### config.mk
export PLATFORM = sky130hd
export DESIGN_NAME = link_start_seq
export DESIGN_NICKNAME = d
export VERILOG_FILES = /design/src/rtl/lss_pkg.sv /design/src/rtl/lss_rst_sync.sv /design/src/rtl/lss_tick_counter.sv /design/src/rtl/link_start_seq.sv
export SDC_FILE = /design/constraint.sdc
export NUM_CORES = 1
export LEC_CHECK = 0
export BUFFER_PORTS_ARGS = -buffer_cell sky130_fd_sc_hd__buf_2
export CAP_MARGIN = 20
export CORE_ASPECT_RATIO = 0.5
export CORE_MARGIN = 5
export CORE_UTILIZATION = 55
export DETAILED_ROUTE_END_ITERATION = 7
export HOLD_SLACK_MARGIN = 0.08
export PLACE_DENSITY = 0.69
export SETUP_SLACK_MARGIN = 0.2
export SYNTH_ARGS = -nofsm -noshare
export SYNTH_HDL_FRONTEND = slang
export SYNTH_HIERARCHICAL = 1
export SYNTH_SLANG_ARGS = --single-unit
### constraint.sdc
create_clock -name clk -period 5.2 [get_ports clk]
set_input_delay 0.52 -clock clk [delete_from_list [all_inputs] [get_ports clk]]
set_output_delay 0.52 -clock clk [all_outputs]
set_load 0.05 [all_outputs]
### src/rtl/lss_pkg.sv
// Shared types for the link startup sequencer.
// Assumes: the phase code values are visible at the block's ports and must not change.
package lss_pkg;

    typedef enum logic [1:0] {
        PH_PLL = 2'b00,
        PH_RXI = 2'b01,
        PH_WAL = 2'b10,
        PH_RUN = 2'b11
    } phase_e;

endpackage

### src/rtl/lss_rst_sync.sv
// Two-flop synchronizer for the active-low restart request.
// Assumes: rst_n may change at any time relative to clk; the output is usable as a synchronous reset.
module lss_rst_sync (
    input  logic clk,
    input  logic rst_n,
    output logic srst_n
);

    logic meta_q;
    logic sync_q;

    // Shift the raw request through two flops.
    always_ff @(posedge clk) begin
        meta_q <= rst_n;
        sync_q <= meta_q;
    end

    assign srst_n = sync_q;

endmodule

### src/rtl/lss_tick_counter.sv
// Saturating up-counter with a run-time limit.
// It reports the increment that reaches the limit (last) and whether the limit has been reached (full).
// Assumes: clr has priority, and limit only changes on cycles where clr is asserted.
module lss_tick_counter #(
    parameter int W = 8
) (
    input  logic         clk,
    input  logic         clr,
    input  logic         en,
    input  logic [W-1:0] limit,
    output logic         last,
    output logic         full
);

    logic [W-1:0] cnt_q;

    assign full = (cnt_q == limit);
    assign last = en && !full && (cnt_q == limit - 1'b1);

    // Clear on request, otherwise count enabled events up to the limit.
    always_ff @(posedge clk) begin
        if (clr) begin
            cnt_q <= '0;
        end else if (en && !full) begin
            cnt_q <= cnt_q + 1'b1;
        end
    end

endmodule

### src/rtl/link_start_seq.sv
// Link startup sequencer. It steps settling -> receiver init -> (word align) -> run.
// Phase lengths are counted in bit ticks; settling also waits an absolute delay counted in clk cycles.
// Assumes: clk runs from the reference clock; bit_tick is a single-cycle pulse; wa_en is stable
// during a startup; SETTLE_CYC >= 1 and every bit count >= 1.
module link_start_seq #(
    parameter int PLL_BITS      = 20480,
    parameter int SETTLE_CYC    = 1250,
    parameter int RXI_BITS_NOWA = 300,
    parameter int RXI_BITS_WA   = 460,
    parameter int WA_BITS       = 160
) (
    input  logic       clk,
    input  logic       rst_n,
    input  logic       wa_en,
    input  logic       refclk_ok,
    input  logic       bit_tick,
    output logic [1:0] phase,
    output logic       pll_en,
    output logic       rx_init,
    output logic       align_en,
    output logic       ready
);
    import lss_pkg::*;

    localparam int MAX_A = (PLL_BITS > RXI_BITS_NOWA) ? PLL_BITS : RXI_BITS_NOWA;
    localparam int MAX_B = (RXI_BITS_WA > WA_BITS) ? RXI_BITS_WA : WA_BITS;
    localparam int MAX_BITS = (MAX_A > MAX_B) ? MAX_A : MAX_B;
    localparam int BW = $clog2(MAX_BITS + 1);
    localparam int SW = $clog2(SETTLE_CYC + 1);

    logic          srst_n;
    phase_e        state_q;
    phase_e        state_d;
    logic          seq_clr;
    logic [BW-1:0] bit_limit;
    logic          bit_last;
    logic          bit_full;
    logic          settle_en;
    logic          settle_last;
    logic          settle_full;

    lss_rst_sync u_rst_sync (
        .clk    (clk),
        .rst_n  (rst_n),
        .srst_n (srst_n)
    );

    // Bit-time length of the current phase.
    always_comb begin
        unique case (state_q)
            PH_PLL:  bit_limit = BW'(PLL_BITS);
            PH_RXI:  bit_limit = wa_en ? BW'(RXI_BITS_WA) : BW'(RXI_BITS_NOWA);
            PH_WAL:  bit_limit = BW'(WA_BITS);
            default: bit_limit = '0;
        endcase
    end

    lss_tick_counter #(.W(BW)) u_bit_cnt (
        .clk   (clk),
        .clr   (seq_clr),
        .en    (bit_tick),
        .limit (bit_limit),
        .last  (bit_last),
        .full  (bit_full)
    );

    assign settle_en = (state_q == PH_PLL) && bit_full;

    lss_tick_counter #(.W(SW)) u_settle_cnt (
        .clk   (clk),
        .clr   (seq_clr),
        .en    (settle_en),
        .limit (SW'(SETTLE_CYC)),
        .last  (settle_last),
        .full  (settle_full)
    );

    // Next-phase selection; restart conditions override normal progress.
    always_comb begin
        state_d = state_q;
        unique case (state_q)
            PH_PLL:  if (settle_last) state_d = PH_RXI;
            PH_RXI:  if (bit_last) state_d = wa_en ? PH_WAL : PH_RUN;
            PH_WAL:  if (bit_last) state_d = PH_RUN;
            default: state_d = PH_RUN;
        endcase
        if (!srst_n || !refclk_ok) begin
            state_d = PH_PLL;
        end
    end

    // Counters restart on every phase change and while held.
    assign seq_clr = !srst_n || !refclk_ok || (state_d != state_q);

    // Phase register.
    always_ff @(posedge clk) begin
        if (!srst_n) begin
            state_q <= PH_PLL;
        end else begin
            state_q <= state_d;
        end
    end

    // Registered strobes and ready, aligned with the phase register.
    always_ff @(posedge clk) begin
        if (!srst_n) begin
            pll_en   <= 1'b0;
            rx_init  <= 1'b0;
            align_en <= 1'b0;
            ready    <= 1'b0;
        end else begin
            pll_en   <= refclk_ok;
            rx_init  <= (state_d == PH_RXI);
            align_en <= (state_d == PH_WAL);
            ready    <= (state_d == PH_RUN);
        end
    end

    assign phase = state_q;

    // settling may only continue or move on to receiver init
    a_r2_from_settle: assert property (@(posedge clk) disable iff (!srst_n)
        (state_q == PH_PLL) |=> (state_q == PH_PLL || state_q == PH_RXI));

    // settling cannot end before the bit count is complete
    a_r3_no_early_exit: assert property (@(posedge clk) disable iff (!srst_n)
        (state_q == PH_PLL && !bit_full) |=> (state_q == PH_PLL));

    // with word alignment off, phase 10 is never entered from init
    a_r5_skip_align: assert property (@(posedge clk) disable iff (!srst_n)
        (state_q == PH_RXI && !wa_en) |=> (state_q != PH_WAL));

    // reference-clock loss returns to settling with the synthesizer disabled
    a_r6_refclk_loss: assert property (@(posedge clk) disable iff (!srst_n)
        !refclk_ok |=> (state_q == PH_PLL && !pll_en));

    // ready tracks the run phase
    a_r7_ready_run: assert property (@(posedge clk) disable iff (!srst_n)
        ready == (state_q == PH_RUN));

    // at most one of the phase strobes and ready is active
    a_r8_onehot: assert property (@(posedge clk) disable iff (!srst_n)
        $onehot0({rx_init, align_en, ready}));

endmodule

==> impl_metrics.xml <==
<?xml version="1.0" encoding="UTF-8"?>
<metrics>
  <group name="outcome">
    <metric name="outcome" unit="">complete, no violations</metric>
  </group>
  <group name="final_layout">
    <metric name="drive_above_1_share" unit="%">8.51</metric>
    <metric name="finalNonFillerCells" unit="">454</metric>
    <metric name="final_common_cell" unit="">sky130_fd_sc_hd__conb_1</metric>
    <metric name="finish.net_count" unit="">396</metric>
    <metric name="area_growth_syn_to_layout" unit="%">13.8</metric>
    <metric name="n_fill_cell" unit="">395</metric>
    <metric name="multi_input_comb_area" unit="sq um">2050</metric>
    <metric name="most-common-layout-cells" unit="">57 x sky130_fd_sc_hd__conb_1, 34 x sky130_fd_sc_hd__dfxtp_1, 27 x sky130_fd_sc_hd__xnor2_1</metric>
    <metric name="final-seq-area" unit="sq um">681</metric>
    <metric name="antenna_cells_inserted" unit="">0</metric>
  </group>
  <group name="cts">
    <metric name="path_clk_slew" unit="ps">80</metric>
    <metric name="cts.path.max_buffers" unit="">2</metric>
    <metric name="clkSinkCount" unit="">34</metric>
    <metric name="clock_latency_reported_for_the_late_side_of_the_worst_skew_pair" unit="ps">300</metric>
    <metric name="clk_root_buffer_cell" unit="">sky130_fd_sc_hd__clkbuf_8</metric>
    <metric name="hold_buffers" unit="">0</metric>
    <metric name="inserted_clock_buffers" unit="">5</metric>
    <metric name="post_cts_resize_count" unit="">0</metric>
    <metric name="post_cts.repair.setup_buffers" unit="">0</metric>
    <metric name="h-tree-depth" unit="">2</metric>
    <metric name="cts_tree" unit="">yes</metric>
  </group>
  <group name="placement">
    <metric name="dp_cells" unit="">446</metric>
    <metric name="gp_congestion" unit="">0.874</metric>
    <metric name="buffer_ports.inserted" unit="">10</metric>
    <metric name="detailedPlacementHpwl" unit="um">4410</metric>
  </group>
  <group name="grt">
    <metric name="largest_net_degree_at_the_start_of_global_routing" unit="">20</metric>
    <metric name="grt-ovfl-total" unit="">0</metric>
    <metric name="first_global_vias" unit="">2150</metric>
    <metric name="grt_use_total" unit="%">19.0</metric>
    <metric name="grt_antenna_before_repair" unit="">0</metric>
    <metric name="grt_first_pass_wirelength" unit="um">9740</metric>
  </group>
  <group name="sta">
    <metric name="final_setup_viols" unit="">0</metric>
    <metric name="fmax" unit="MHz">222</metric>
    <metric name="period_needed" unit="ps">4500</metric>
    <metric name="clock-skew-final" unit="ps">4.58</metric>
    <metric name="timing_worst_slew_pin_value" unit="ps">801</metric>
    <metric name="drv_slew" unit="">0</metric>
    <metric name="rsz_0062_raised_after_global_routing" unit="">false</metric>
    <metric name="slew-limit-headroom" unit="%">46.3</metric>
    <metric name="fin_setup_tns" unit="ps">0</metric>
    <metric name="fin_hold_viols" unit="">0</metric>
    <metric name="finalCritPeriodShare" unit="%">86.5</metric>
  </group>
  <group name="floorplanning">
    <metric name="die_width" unit="um">108</metric>
    <metric name="die_y" unit="um">59.1</metric>
    <metric name="coreArea" unit="sq um">4530</metric>
    <metric name="ios" unit="">11</metric>
    <metric name="initial_core_util" unit="%">58.6</metric>
    <metric name="placement_rows" unit="">17</metric>
    <metric name="die-area" unit="sq um">6400</metric>
  </group>
  <group name="route">
    <metric name="drt_iter0_drc" unit="">110</metric>
    <metric name="vias" unit="">2421</metric>
    <metric name="drc_errors" unit="">0</metric>
    <metric name="route.detailed.wl_per_inst" unit="um">12.8</metric>
    <metric name="detail_route.vias_per_cell" unit="">5.33</metric>
    <metric name="drtPass1Iterations" unit="">5</metric>
    <metric name="drt-total-wl" unit="um">5820</metric>
    <metric name="drt.antenna.violating_nets" unit="">0</metric>
  </group>
  <group name="power">
    <metric name="pwr_density_cell" unit="nW/um^2">180</metric>
    <metric name="power_leakage" unit="uW">0.00108</metric>
    <metric name="irDropWorstVdd" unit="uV">107</metric>
  </group>
  <group name="setup_path">
    <metric name="setup.worst_path.start_class" unit="">register</metric>
    <metric name="type_of_the_setup_path_with_the_least_slack" unit="">reg2reg</metric>
    <metric name="worstSetupEndpoint" unit="">u_settle_cnt/cnt_q[8]</metric>
    <metric name="crit_required" unit="ps">5390</metric>
    <metric name="timing.critical_path.fanout_max" unit="">16</metric>
    <metric name="reg2reg_setup_slack" unit="ps">700</metric>
    <metric name="critical_path.reg2reg.startpoint" unit="">phase[1]</metric>
    <metric name="cp-end-kind" unit="">register</metric>
    <metric name="timing.reg2reg.worst_path_depth" unit="">12</metric>
    <metric name="rr_endpoint" unit="">u_settle_cnt/cnt_q[8]</metric>
    <metric name="worst-endpoint-arrival" unit="ps">4680</metric>
    <metric name="crit_path_start" unit="">phase[1]</metric>
  </group>
  <group name="synth">
    <metric name="syn-instance-count" unit="">332</metric>
    <metric name="synthesis.area" unit="sq um">2660</metric>
    <metric name="post_synth.cell_area_avg" unit="sq um">8.00</metric>
    <metric name="yosysWarningCount" unit="">6</metric>
  </group>
  <group name="run">
    <metric name="maxCapViolations" unit="">0</metric>
  </group>
  <group name="hold_path">
    <metric name="holdCritPathClass" unit="">in2reg</metric>
  </group>
</metrics>
[report_power, final]
group | switching [uW] | internal, uW
Clock | 110 | 107
Sequential | 1.43 | 262
Combinational | 38.4 | 25.5
[cell type report]
cell class	instances	share of cell area (%)
well taps	66	2.73
repair buffers	13	2.40
clock buffers	6	2.73
inverters	12	1.49
multi-input cells	321	67.7
clock inverters	2	0.414
flip-flops and latches	34	22.5
[registers in the layout, indices dropped and copies added, names as in the netlist]
name	flops
u_rst_sync/srst_n	1
ready	1
u_bit_cnt/cnt_q	15
u_rst_sync/meta_q	1
rx_init	1
align_en	1
phase	2
u_settle_cnt/cnt_q	11
pll_en	1
[worst max-delay path: stages, from the launching register on]
cell and delay, ps:
sky130_fd_sc_hd__dfxtp_1 540, sky130_fd_sc_hd__nand2b_1 180, sky130_fd_sc_hd__inv_1 230, sky130_fd_sc_hd__or4b_1 710, sky130_fd_sc_hd__a211o_1 310, sky130_fd_sc_hd__a211oi_1 220
sky130_fd_sc_hd__a21oi_1 50, sky130_fd_sc_hd__or4_1 460, sky130_fd_sc_hd__nor4_2 630, sky130_fd_sc_hd__mux2i_1 190, sky130_fd_sc_hd__o2111ai_2 480, sky130_fd_sc_hd__nor2b_1 80
sky130_fd_sc_hd__mux2_1 290
[worst min-delay path by stage]
| stage | startpoint | endpoint | slack, ps | cells after the start |
|---|---|---|---|---|
| 6_report | rst_n | u_rst_sync/meta_q | 320 | 1 |
| 5_1_grt | rst_n | u_rst_sync/meta_q | 310 | 1 |
| 4_1_cts | rst_n | u_rst_sync/meta_q | 320 | 1 |
| 3_5_place_dp | u_rst_sync/meta_q | u_rst_sync/srst_n | 330 | 0 |
| 3_3_place_gp | u_rst_sync/meta_q | u_rst_sync/srst_n | 320 | 0 |
| 2_1_floorplan | u_rst_sync/meta_q | u_rst_sync/srst_n | 310 | 0 |
[per-layer routing]
metal | track usage [%] | vias up | share of wire, %
met5 | 0 | - | 0
met4 | 3.24 | 0 | 1.1
met3 | 5.55 | 10 | 5.8
met2 | 33.0 | 50 | 46
met1 | 23.9 | 1097 | 47
li1 | - | 1264 | -
[metrics by stage]
step	util (%)	hold slack, ps	worst slack, ps	cell area, sq um	power (uW)
after floorplan	-	310	794	2860	321
after global placement	64.6	323	866	2930	330
after detailed placement	64.6	331	740	2930	330
after CTS	66.7	319	718	3020	543
after global routing	66.7	312	354	3020	569
final	66.7	317	704	3020	544
Power figures use the tool's default switching activity.
